### config.mk
export PLATFORM = sky130hd
export DESIGN_NAME = tdm_port
export DESIGN_NICKNAME = d
export VERILOG_FILES = /design/src/rtl/tdm_port_pkg.sv /design/src/rtl/tdm_frame_timer.sv /design/src/rtl/tdm_rx_deframer.sv /design/src/rtl/tdm_tx_framer.sv /design/src/rtl/tdm_port.sv
export SDC_FILE = /design/constraint.sdc
export NUM_CORES = 1
export LEC_CHECK = 0
export CAP_MARGIN = 20
export CORE_MARGIN = 5
export CORE_UTILIZATION = 30
export CTS_CLUSTER_DIAMETER = 60
export DETAILED_ROUTE_END_ITERATION = 10
export DONT_BUFFER_PORTS = 1
export GPL_ROUTABILITY_DRIVEN = 1
export SYNTH_ARGS = -nofsm -noshare
export SYNTH_HDL_FRONTEND = slang
export SYNTH_HIERARCHICAL = 1
export SYNTH_SLANG_ARGS = --single-unit
export TNS_END_PERCENT = 20
### constraint.sdc
create_clock -name clk -period 8.41 [get_ports clk]
set_input_delay 0.841 -clock clk [delete_from_list [all_inputs] [get_ports clk]]
set_output_delay 0.841 -clock clk [all_outputs]
set_load 0.02 [all_outputs]
### src/rtl/tdm_port_pkg.sv
package tdm_port_pkg;

    localparam int unsigned BYTE_W = 8;
    localparam int unsigned BIT_W  = $clog2(BYTE_W);
    localparam int unsigned D_BITS = 2;
    localparam int unsigned SEL_W  = 2;
    localparam int unsigned N_CTRL = 3;
    localparam int unsigned N_STAT = 4;
    localparam int unsigned N_PAIR = 2;   // 0 = main pair, 1 = second pair

    typedef enum logic [2:0] {
        SLOT_IDLE,
        SLOT_D,
        SLOT_C,
        SLOT_B1,
        SLOT_B2
    } slot_e;

    typedef struct packed {
        logic [D_BITS-1:0] d;
        logic [BYTE_W-1:0] c;
        logic [BYTE_W-1:0] b1;
        logic [BYTE_W-1:0] b2;
    } chan_set_t;

    // Which logical channel a pair carries in a given backplane channel.
    function automatic slot_e slot_of(input int unsigned pair, input logic dual,
                                      input int unsigned ch);
        slot_e k;
        k = SLOT_IDLE;
        if (dual) begin
            case (ch)
                0:       k = (pair == 0) ? SLOT_B1 : SLOT_D;
                1:       k = (pair == 0) ? SLOT_B2 : SLOT_C;
                default: k = SLOT_IDLE;
            endcase
        end else if (pair == 0) begin
            case (ch)
                0:       k = SLOT_D;
                1:       k = SLOT_C;
                2:       k = SLOT_B1;
                3:       k = SLOT_B2;
                default: k = SLOT_IDLE;
            endcase
        end
        return k;
    endfunction

    function automatic int unsigned last_chan(input logic dual);
        return dual ? 1 : 3;
    endfunction

    function automatic chan_set_t place(input chan_set_t s, input slot_e k,
                                        input logic [BYTE_W-1:0] b);
        chan_set_t r;
        r = s;
        case (k)
            SLOT_D:  r.d  = b[BYTE_W-1 -: D_BITS];
            SLOT_C:  r.c  = b;
            SLOT_B1: r.b1 = b;
            SLOT_B2: r.b2 = b;
            default: r    = s;
        endcase
        return r;
    endfunction

    function automatic logic [BYTE_W-1:0] slot_byte(input chan_set_t s, input slot_e k);
        logic [BYTE_W-1:0] b;
        case (k)
            SLOT_D:  b = {s.d, {(BYTE_W-D_BITS){1'b1}}};
            SLOT_C:  b = s.c;
            SLOT_B1: b = s.b1;
            SLOT_B2: b = s.b2;
            default: b = '0;
        endcase
        return b;
    endfunction

endpackage

### src/rtl/tdm_frame_timer.sv
module tdm_frame_timer
    import tdm_port_pkg::*;
#(
    parameter int unsigned N_CH           = 32,
    parameter int unsigned CNT_W          = 9,
    parameter int unsigned SINGLE_MARK_CH = 3,
    parameter int unsigned DUAL_MARK_CH   = 0
) (
    input  logic             clk,
    input  logic             rst_n,
    input  logic             fp_n,
    input  logic             dual,
    output logic [CNT_W-1:0] cnt_q_o,
    output logic [CNT_W-1:0] cnt_d_o,
    output logic             sync_q_o,
    output logic             sync_d_o,
    output logic             dfp_n
);

    localparam int unsigned CH_CYC    = BYTE_W * 2;
    localparam int unsigned FRAME_CYC = N_CH * CH_CYC;
    localparam logic [CNT_W-1:0] LAST_POS   = CNT_W'(FRAME_CYC - 1);
    localparam logic [CNT_W-1:0] SINGLE_END = CNT_W'((SINGLE_MARK_CH + 1) * CH_CYC - 1);
    localparam logic [CNT_W-1:0] DUAL_END   = CNT_W'((DUAL_MARK_CH + 1) * CH_CYC - 1);

    typedef struct packed {
        logic [CNT_W-1:0] cnt;
        logic             sync;
        logic             dfp_n;
    } tmr_t;

    tmr_t tmr_d, tmr_q;

    always_comb begin
        tmr_d = tmr_q;
        if (!fp_n) begin
            tmr_d.cnt  = '0;
            tmr_d.sync = 1'b1;
        end else if (tmr_q.sync) begin
            tmr_d.cnt = (tmr_q.cnt == LAST_POS) ? '0 : tmr_q.cnt + 1'b1;
        end
        tmr_d.dfp_n = !(tmr_d.sync && (tmr_d.cnt == (dual ? DUAL_END : SINGLE_END)));
    end

    always_ff @(posedge clk) begin
        if (!rst_n) begin
            tmr_q <= '{cnt: '0, sync: 1'b0, dfp_n: 1'b1};
        end else begin
            tmr_q <= tmr_d;
        end
    end

    assign cnt_q_o  = tmr_q.cnt;
    assign cnt_d_o  = tmr_d.cnt;
    assign sync_q_o = tmr_q.sync;
    assign sync_d_o = tmr_d.sync;
    assign dfp_n    = tmr_q.dfp_n;

endmodule

### src/rtl/tdm_rx_deframer.sv
module tdm_rx_deframer
    import tdm_port_pkg::*;
#(
    parameter int unsigned CNT_W = 9
) (
    input  logic              clk,
    input  logic              rst_n,
    input  logic              dual,
    input  logic [CNT_W-1:0]  cnt,
    input  logic              sync,
    input  logic [N_PAIR-1:0] din,
    output chan_set_t         rx,
    output logic              strobe,
    output logic [N_CTRL-1:0] ctrl_wr,
    output logic [SEL_W-1:0]  stat_sel
);

    typedef struct packed {
        logic [N_PAIR-1:0][BYTE_W-1:0] sh;
        chan_set_t                     stage;
        chan_set_t                     pub;
        logic                          strobe;
        logic [N_CTRL-1:0]             ctrl_wr;
        logic [SEL_W-1:0]              stat_sel;
    } rx_t;

    rx_t rx_d, rx_q;

    logic [N_PAIR-1:0][BYTE_W-1:0] byte_in;
    logic                          sample;
    logic                          last_bit;
    int unsigned                   ch;
    logic [SEL_W-1:0]              wcode;

    always_comb begin
        rx_d         = rx_q;
        rx_d.strobe  = 1'b0;
        rx_d.ctrl_wr = '0;
        sample       = sync && !cnt[0];
        last_bit     = (cnt[BIT_W:1] == BIT_W'(BYTE_W - 1));
        ch           = int'(cnt[CNT_W-1:BIT_W+1]);
        wcode        = '0;
        for (int p = 0; p < N_PAIR; p++) begin
            byte_in[p] = {rx_q.sh[p][BYTE_W-2:0], din[p]};
        end
        if (sample) begin
            rx_d.sh = byte_in;
            if (last_bit) begin
                for (int p = 0; p < N_PAIR; p++) begin
                    rx_d.stage = place(rx_d.stage, slot_of(p, dual, ch), byte_in[p]);
                end
                if (ch == last_chan(dual)) begin
                    rx_d.pub      = rx_d.stage;
                    rx_d.strobe   = 1'b1;
                    // C byte: [7:6] control write code, [5:4] status select
                    wcode         = rx_d.stage.c[BYTE_W-1 -: SEL_W];
                    rx_d.stat_sel = rx_d.stage.c[BYTE_W-1-SEL_W -: SEL_W];
                    if (wcode != '0) begin
                        rx_d.ctrl_wr = N_CTRL'(1) << (int'(wcode) - 1);
                    end
                end
            end
        end
    end

    always_ff @(posedge clk) begin
        if (!rst_n) begin
            rx_q <= '0;
        end else begin
            rx_q <= rx_d;
        end
    end

    assign rx       = rx_q.pub;
    assign strobe   = rx_q.strobe;
    assign ctrl_wr  = rx_q.ctrl_wr;
    assign stat_sel = rx_q.stat_sel;

endmodule

### src/rtl/tdm_tx_framer.sv
module tdm_tx_framer
    import tdm_port_pkg::*;
#(
    parameter int unsigned CNT_W = 9
) (
    input  logic                     clk,
    input  logic                     rst_n,
    input  logic                     dual,
    input  logic [CNT_W-1:0]         cnt_nx,
    input  logic                     sync_nx,
    input  logic [D_BITS-1:0]        tx_d,
    input  logic [BYTE_W-1:0]        tx_b1,
    input  logic [BYTE_W-1:0]        tx_b2,
    input  logic [N_STAT*BYTE_W-1:0] stat_bank,
    input  logic [SEL_W-1:0]         stat_sel,
    output logic [N_PAIR-1:0]        dout,
    output logic [N_PAIR-1:0]        doe
);

    typedef struct packed {
        chan_set_t         shadow;
        logic [N_PAIR-1:0] dout;
        logic [N_PAIR-1:0] doe;
    } tx_t;

    tx_t tx_d_s, tx_q;

    int unsigned       ch;
    int unsigned       bi;
    slot_e             kind;
    logic [BYTE_W-1:0] cur;

    always_comb begin
        tx_d_s = tx_q;
        ch     = int'(cnt_nx[CNT_W-1:BIT_W+1]);
        bi     = int'(cnt_nx[BIT_W:1]);
        kind   = SLOT_IDLE;
        cur    = '0;
        if (sync_nx && (cnt_nx == '0)) begin
            tx_d_s.shadow.d  = tx_d;
            tx_d_s.shadow.c  = stat_bank[int'(stat_sel)*BYTE_W +: BYTE_W];
            tx_d_s.shadow.b1 = tx_b1;
            tx_d_s.shadow.b2 = tx_b2;
        end
        for (int p = 0; p < N_PAIR; p++) begin
            kind           = slot_of(p, dual, ch);
            cur            = slot_byte(tx_d_s.shadow, kind);
            tx_d_s.doe[p]  = sync_nx && (kind != SLOT_IDLE);
            tx_d_s.dout[p] = tx_d_s.doe[p] && cur[BYTE_W-1-bi];
        end
    end

    always_ff @(posedge clk) begin
        if (!rst_n) begin
            tx_q <= '0;
        end else begin
            tx_q <= tx_d_s;
        end
    end

    assign dout = tx_q.dout;
    assign doe  = tx_q.doe;

endmodule

### src/rtl/tdm_port.sv
module tdm_port
    import tdm_port_pkg::*;
#(
    parameter int unsigned N_CH           = 32,
    parameter int unsigned SINGLE_MARK_CH = 3,
    parameter int unsigned DUAL_MARK_CH   = 0
) (
    input  logic                     clk,
    input  logic                     rst_n,
    input  logic                     fp_n,
    input  logic                     dual,
    input  logic                     main_in,
    input  logic                     aux_in,
    input  logic [D_BITS-1:0]        tx_d,
    input  logic [BYTE_W-1:0]        tx_b1,
    input  logic [BYTE_W-1:0]        tx_b2,
    input  logic [N_STAT*BYTE_W-1:0] stat_bank,
    output logic                     main_out,
    output logic                     main_oe,
    output logic                     aux_out,
    output logic                     aux_oe,
    output logic                     dfp_n,
    output logic                     rx_strobe,
    output logic [D_BITS-1:0]        rx_d,
    output logic [BYTE_W-1:0]        rx_c,
    output logic [BYTE_W-1:0]        rx_b1,
    output logic [BYTE_W-1:0]        rx_b2,
    output logic [N_CTRL-1:0]        ctrl_wr,
    output logic [SEL_W-1:0]         stat_sel
);

    localparam int unsigned CNT_W = $clog2(N_CH * BYTE_W * 2);

    logic [CNT_W-1:0]  cnt_q;
    logic [CNT_W-1:0]  cnt_nx;
    logic              sync_q;
    logic              sync_nx;
    chan_set_t         rx_set;
    logic [N_PAIR-1:0] tx_bits;
    logic [N_PAIR-1:0] tx_en;

    tdm_frame_timer #(
        .N_CH          (N_CH),
        .CNT_W         (CNT_W),
        .SINGLE_MARK_CH(SINGLE_MARK_CH),
        .DUAL_MARK_CH  (DUAL_MARK_CH)
    ) u_timer (
        .clk     (clk),
        .rst_n   (rst_n),
        .fp_n    (fp_n),
        .dual    (dual),
        .cnt_q_o (cnt_q),
        .cnt_d_o (cnt_nx),
        .sync_q_o(sync_q),
        .sync_d_o(sync_nx),
        .dfp_n   (dfp_n)
    );

    tdm_rx_deframer #(
        .CNT_W(CNT_W)
    ) u_rx (
        .clk     (clk),
        .rst_n   (rst_n),
        .dual    (dual),
        .cnt     (cnt_q),
        .sync    (sync_q),
        .din     ({aux_in, main_in}),
        .rx      (rx_set),
        .strobe  (rx_strobe),
        .ctrl_wr (ctrl_wr),
        .stat_sel(stat_sel)
    );

    tdm_tx_framer #(
        .CNT_W(CNT_W)
    ) u_tx (
        .clk      (clk),
        .rst_n    (rst_n),
        .dual     (dual),
        .cnt_nx   (cnt_nx),
        .sync_nx  (sync_nx),
        .tx_d     (tx_d),
        .tx_b1    (tx_b1),
        .tx_b2    (tx_b2),
        .stat_bank(stat_bank),
        .stat_sel (stat_sel),
        .dout     (tx_bits),
        .doe      (tx_en)
    );

    assign main_out = tx_bits[0];
    assign aux_out  = tx_bits[1];
    assign main_oe  = tx_en[0];
    assign aux_oe   = tx_en[1];
    assign rx_d     = rx_set.d;
    assign rx_c     = rx_set.c;
    assign rx_b1    = rx_set.b1;
    assign rx_b2    = rx_set.b2;

endmodule

After elaboration in Yosys (flattened, before gate mapping)
Index checks and enable logic that the tools add are counted.
Word-level totals
  bits in registers: 113
  input bits: 56
  output and inout port bits: 37
  word-level logic and storage cells: 112
Operators by class
  equal/unequal tests: 26
  muxes and demuxes: 39
  add/subtract/negate cells: 3
  reductions and logical operators: 19
  order comparisons: 1
  shifts and indexed selects: 2
Operators with widths (count)
  two-way mux 8 bit: 8
  one-hot mux 8 bit (4 select lines): 2
  equality test 5 x 32 -> 1 bit: 1
  less-than comparator 32 x 4 -> 1 bit (second input constant): 1
  variable part select 32 x 6 -> 8 bit: 1
  << shifter 1 x 32 -> 3 bit (first input constant): 1
  two-way mux 3 bit: 9
  two-way mux 9 bit: 3
  two-way mux 26 bit: 1
  equality test 3 x 2 -> 1 bit (second input constant): 8
  one-hot mux 3 bit (4 select lines): 2
  equality test 5 x 2 -> 1 bit (second input constant): 4
  equality test 3 bit (second input constant): 5
  equality test 3 x 1 -> 1 bit (second input constant): 4
  two-way mux 6 bit: 2
  one-hot mux 3 bit (2 select lines): 2
  equality test 5 x 1 -> 1 bit (second input constant): 2
  zero test 5 bit: 2
  adder 9 x 1 -> 9 bit (second input constant): 1
  equality test 9 bit: 1
  equality test 9 bit (second input constant): 1
  zero test 9 bit: 1
  one-hot mux 2 bit (2 select lines): 2
  logical AND 1 bit: 7
  other kinds (11): 19

Longest topological paths before layout
  word-level depth: 14
  gate-level depth with buffers: 16
  mapped depth without buffers: 13

Cells and area by module
The synthesis kept the hierarchy.
Modules (own cells, without submodules)
  tdm_rx_deframer: times used 1, cells each 295, area each 2741.4 µm², sequential area each 1241.2 µm²
  tdm_tx_framer: times used 1, cells each 195, area each 1799.2 µm², sequential area each 600.6 µm²
  tdm_frame_timer: times used 1, cells each 78, area each 691.9 µm², sequential area each 220.2 µm²

Least setup slack after synthesis
OpenSTA, ideal clock, no wires.
  path type: register to register
  from: register u_timer.tmr_q, in the netlist u_timer/cnt_q_o[0]
  to: register u_tx.tx_q, in the netlist u_tx/dout[0]
  slack: 4.980 ns
  library setup time: 0.128 ns
  stages on the path, launching flop included: 17
  clock period less this slack: 3.430 ns
  buffers on the path: 3
  arrival time: 3.301 ns
  data required time: 8.282 ns
  cell sequence: dfxtp_1 ha_1 nand3_1 nor2_1 ha_1 o21ai_0 a21oi_1 nor2b_1 buf_4 clkbuf_2 nor4b_1 nand3_1 buf_2 mux2_1 a2111o_1 o211ai_1 a211oi_1
RTL lines
  start: declaration: RTL line tdm_frame_timer.sv:32  | tmr_t tmr_d, tmr_q;
  start signal: assignment: RTL line tdm_frame_timer.sv:47  | tmr_q <= '{cnt: '0, sync: 1'b0, dfp_n: 1'b1};
  start signal: assignment: RTL line tdm_frame_timer.sv:49  | tmr_q <= tmr_d;
  end signal: assignment: RTL line tdm_tx_framer.sv:57  | tx_q <= tx_d_s;
  end: declaration: RTL line tdm_tx_framer.sv:26  | tx_t tx_d_s, tx_q;

Worst setup path in the final report
  from: register u_timer.tmr_q, in the netlist u_timer/cnt_q_o[0]
  to: register u_tx.tx_q, in the netlist u_tx/dout[0]
On the way
  longest elaborated chain between the ends: 12
  elaborated cells on any way between the ends: 26
  those cells by class: 2 x add/sub; 8 x eq/ne; 10 x mux; 6 x reduce/logical
RTL lines
  adder 9 x 1 -> 9 bit or equality test 9 bit (tied branches): RTL line tdm_frame_timer.sv:40  | tmr_d.cnt = (tmr_q.cnt == LAST_POS) ? '0 : tmr_q.cnt + 1'b1;
  two-way mux 9 bit *: RTL line tdm_frame_timer.sv:40
  two-way mux 9 bit *: RTL line tdm_frame_timer.sv:39  | end else if (tmr_q.sync) begin
  two-way mux 9 bit *: RTL line tdm_frame_timer.sv:36  | if (!fp_n) begin
  named net cnt_nx[4]: RTL line tdm_port.sv:35  | logic [CNT_W-1:0] cnt_nx;
  equality test 5 x 2 -> 1 bit, or another cell as far along: RTL line tdm_port_pkg.sv:38  | case (ch)
  one-hot mux 3 bit (4 select lines) or one-hot mux 3 bit (2 select lines) (tied branches): RTL line tdm_port_pkg.sv:38, tdm_port_pkg.sv:32
  two-way mux 3 bit: RTL line tdm_port_pkg.sv:31  | if (dual) begin
  equality test 3 bit, or another cell as far along: RTL line tdm_port_pkg.sv:69  | case (k)
  one-hot mux 8 bit (4 select lines): RTL line tdm_port_pkg.sv:69
  binary-select mux 1 bit (select 3 bit): RTL line tdm_tx_framer.sv:49  | tx_d_s.dout[p] = tx_d_s.doe[p] && cur[BYTE_W-1-bi];
  two-way mux 1 bit (not written as such): RTL line tdm_tx_framer.sv:49
  logical AND 1 bit *: RTL line tdm_tx_framer.sv:49
Mark *: on every way through the listed nets, which the timed path passes. The rest lies on a longest branch. The select of a mux whose other input is x is not followed.
A chain may end at the register's enable or synchronous reset.

==> impl_results.md <==
- P_leak: approximately 0.0019 uW
- Final Routed Wirelength: 12060 um
- Largest net degree at the start of global routing: just over 100
- RSZ-0062 raised after global routing: no
- Mean Syn Cell Area: just over 9 um^2
- YS warnings: 6
- Seq/Total Area, Yosys: 0.3941
- CORE AREA: roughly 0.017 mm^2
- Std-Cell Rows: 48
- Starting Density: 0.3046
- Critical path origin: u_timer/cnt_q_o[0]$_SDFF_PN0_
- IO Pins: a little over 90
- Syn Inst Count: about 570
- Fin. Hold Viols: 0
- Routed Antenna Nets: 0
- Power Dens Cells: around 180 mW/mm^2
- Setup violators final: 0
- Routability cong.: ~0.90
- TNS Setup: 0 ns
- CP Data Required Time: 8.64 ns
- Critical path arrival: approximately 4.7 ns
- Period minus WS final: between 4 and 5 ns
- CTS resizes: 0
- Via count: between 3000 and 4000
- GRT overflow: 0
- Final core occ: 0.3113
- Initial antenna violation count: 0
- CTS H-tree lvls: 3
- Peak VDD IR: between 0.09 and 0.1 mV
- Least-Margin Pin Slew: 0.9872 ns
- Mapped Area: approximately 0.0052 mm^2
- Drt wl/cell: ~16 um
- Area grow syn2layout: 2.176%
- Root buffer cell: clkbuf_16
- Die height: about 140 um
- First-pass GRT wire length: ~19000 um
- Clock Power Share: 0.417
- Final-report max-slew violation count: 0
- Post-CTS Hold Fix Bufs: 0
- I/O Buffers: 0
- Cts bufs inserted: 9
- 1st-iter DRT viols: approximately 220
- # clock sinks: ~100
- CP startpoint kind: register
- Critical path class: register to register
- Crit. End Element: register
- Netlist cell types: 70
- HP Start: u_rx/rx_q[42]$_SDFFE_PN0P_
- Vias per inst: ~5.0
- Post-Syn Nets: between 600 and 700
- Clk buf depth: 2
- Residual DRC count: 0
- Nets: between 500 and 600
- Max Freq: approximately 0.22 GHz
- Share of layout cells above drive strength 1: 0.1157
- Crit share post-route: 0.5354
- Clk pin slew, worst setup/hold paths: 0.07 ns
- Number of global-route vias before repair: roughly 3500
- Chip width: 142.1 um
- Slew margin rel.: 0.3409
- CP Max Fanout: 18
- Setup bufs post-CTS: 0
- Non-filler instance count after layout: approximately 740
- Dpl hpwl: between 8000 and 9000 um
- Sw Ratio: 0.2249
- Power Internal: approximately 760 uW
- Number of synthesized flops with an enable pin: 0
- Number of synthesized register bits: approximately 100
- Synth async-reset ratio: 0
- TritonCTS clock tree: built
- Fin area: about 0.0053 mm^2
- Placed cell count: just over 700
- Tot GR Track Use: 0.1181
- Clock latency at the later pin of the worst-skew pair: about 0.35 ns
- Outcome: completed
- Tightest Hold Check Type: register to register
- TritonRoute pass-1 iters: 5
- Diode count: 0
- Seq pwr share: 0.520
- Die area: ~0.020 mm^2
- Gate power share: 0.063
- Net Sw Power: 220.4 uW
- Reg2reg setup slack: 3.91 ns
- Post-placement cell area: 0.005059 mm^2
- RR Startpoint: u_timer/cnt_q_o[0]$_SDFF_PN0_
- Setup Skew: slightly below 0.01 ns
- Primary FF master, synth: dfxtp_1
- MaxCap Viol Count: 0
[layout by cell type, fill, tap and decap left out, types with 3 or more instances in the layout]
| cell | instances |
|---|---|
| dfxtp_1 | 103 |
| nand2_1 | 102 |
| mux2i_1 | 34 |
| a21boi_0 | 32 |
| nor2b_1 | 28 |
| nand3_1 | 18 |
| o22ai_1 | 14 |
| o21ai_0 | 13 |
| nor2_1 | 13 |
| and2_1 | 12 |
| clkbuf_16 | 9 |
| mux2_2 | 9 |
| mux4_2 | 9 |
| a21boi_1 | 8 |
| nand4_1 | 6 |
| inv_1 | 6 |
| o211ai_1 | 6 |
| nor3_1 | 5 |
| nand2_2 | 4 |
| nand2b_1 | 4 |
| a21oi_1 | 4 |
| and4b_1 | 3 |
| nor4_1 | 3 |
| nand4_2 | 3 |
[synthesized netlist by cell type (all sizes together) (3+ instances only)]
cell type  number  area (um^2)
nor2b          28        175.2
mux4            9        202.7
o22ai          14        87.58
clkbuf         17        65.06
buf            58        412.9
nor2           14        55.06
nand4           9        75.08
and2           12        75.07
mux2i          36        367.9
a21boi         42        322.8
inv             6        22.52
nand3          18        90.09
nand2b          4        25.02
nor3            7        51.30
dfxtp         103         2062
o21ai          15        75.07
xor2            4        50.05
nand2         107        419.2
and4b           3        30.03
o211ai          6        45.04
mux2           10        112.6
a21oi           6        37.54
nor4            4        40.04
[metrics by stage]
stage	hold slack [ns]	power, uW	setup slack (ns)
after floorplan	0.4311	578.2	4.980
after global placement	0.4453	581.1	4.132
after detailed placement	0.4473	583.1	3.972
after CTS	0.4612	994.1	3.950
after global routing	0.4768	1021	3.613
final	0.4620	980.0	3.907
[per-layer routing]
metal,part of all wire,routed length [um],GRT usage,vias up
li1,-,-,-,1824
met1,0.42,5040,0.1415,1765
met2,0.49,5943,0.1940,72
met3,0.070,846,0.04570,13
met4,0.019,225,0.04040,0
met5,0,0,0,-
[cell type report]
type                            instances  area (um^2)
Fill cell                            1794        11830
Multi-Input combinational cell        384         2670
Sequential cell                       103         2062
Tap cell                              225        281.5
Clock buffer                           10        229.0
Clock inverter                          5        58.81
Timing Repair Buffer                    2        22.52
Inverter                                6        22.52
[flip-flops by register name, summed over array words and instances, names as in the netlist]
| register | flops |
|---|---|
| u_rx/byte_in | 14 |
| u_rx/ctrl_wr | 3 |
| u_tx/dout | 2 |
| u_tx/doe | 2 |
| u_tx/tx_q | 26 |
| u_timer/sync_q_o | 1 |
| u_rx/rx | 26 |
| u_timer/cnt_q_o | 9 |
| u_rx/strobe | 1 |
| u_timer/dfp_n | 1 |
| u_rx/rx_q | 18 |
[power by group through the flow]
| stage | clock network (uW) | registers, uW | logic, uW |
|---|---|---|---|
| floorplan | 0 | 516 | 62.2 |
| global placement | 0 | 521 | 60.2 |
| detailed placement | 0 | 521 | 61.8 |
| CTS | 422 | 510 | 61.8 |
| global route | 441 | 511 | 68.6 |
| finish | 408 | 510 | 61.5 |
[cells by family (layout without fill, tap and decap cells)]
kind of cell,Yosys count,after routing,share of synthesized area
mux,55,55,0.1306
compound gates,101,101,0.1392
simple gates,220,220,0.2214
buf+inv,81,23,0.09565
flops,103,103,0.3941
fa+ha+maj,2,2,0.004782
xor+xnor,6,6,0.01435
[worst paths after layout]
kind | endpoint | cells after the start
hold reg to reg | u_rx/rx[10]$_SDFFE_PN0P_ | 2
hold / removal | u_rx/rx[10]$_SDFFE_PN0P_ | 2
setup / recovery | u_tx/dout[0]$_SDFF_PN0_ | 13
setup reg to reg | u_tx/dout[0]$_SDFF_PN0_ | 13
[worst max-delay path, stage by stage, from the launching register on]
cell	delay (ns)
dfxtp_1	0.46
ha_1	0.29
nand3_1	0.10
nor2_1	0.11
ha_1	0.21
nand2_1	0.10
nand2_2	0.20
nor2_1	0.21
nor4b_1	0.72
nand3_1	0.84
mux2_1	0.60
a2111o_1	0.37
o211ai_1	0.09
a211oi_1	0.09
No activity file was read; power rests on OpenSTA's default activity.
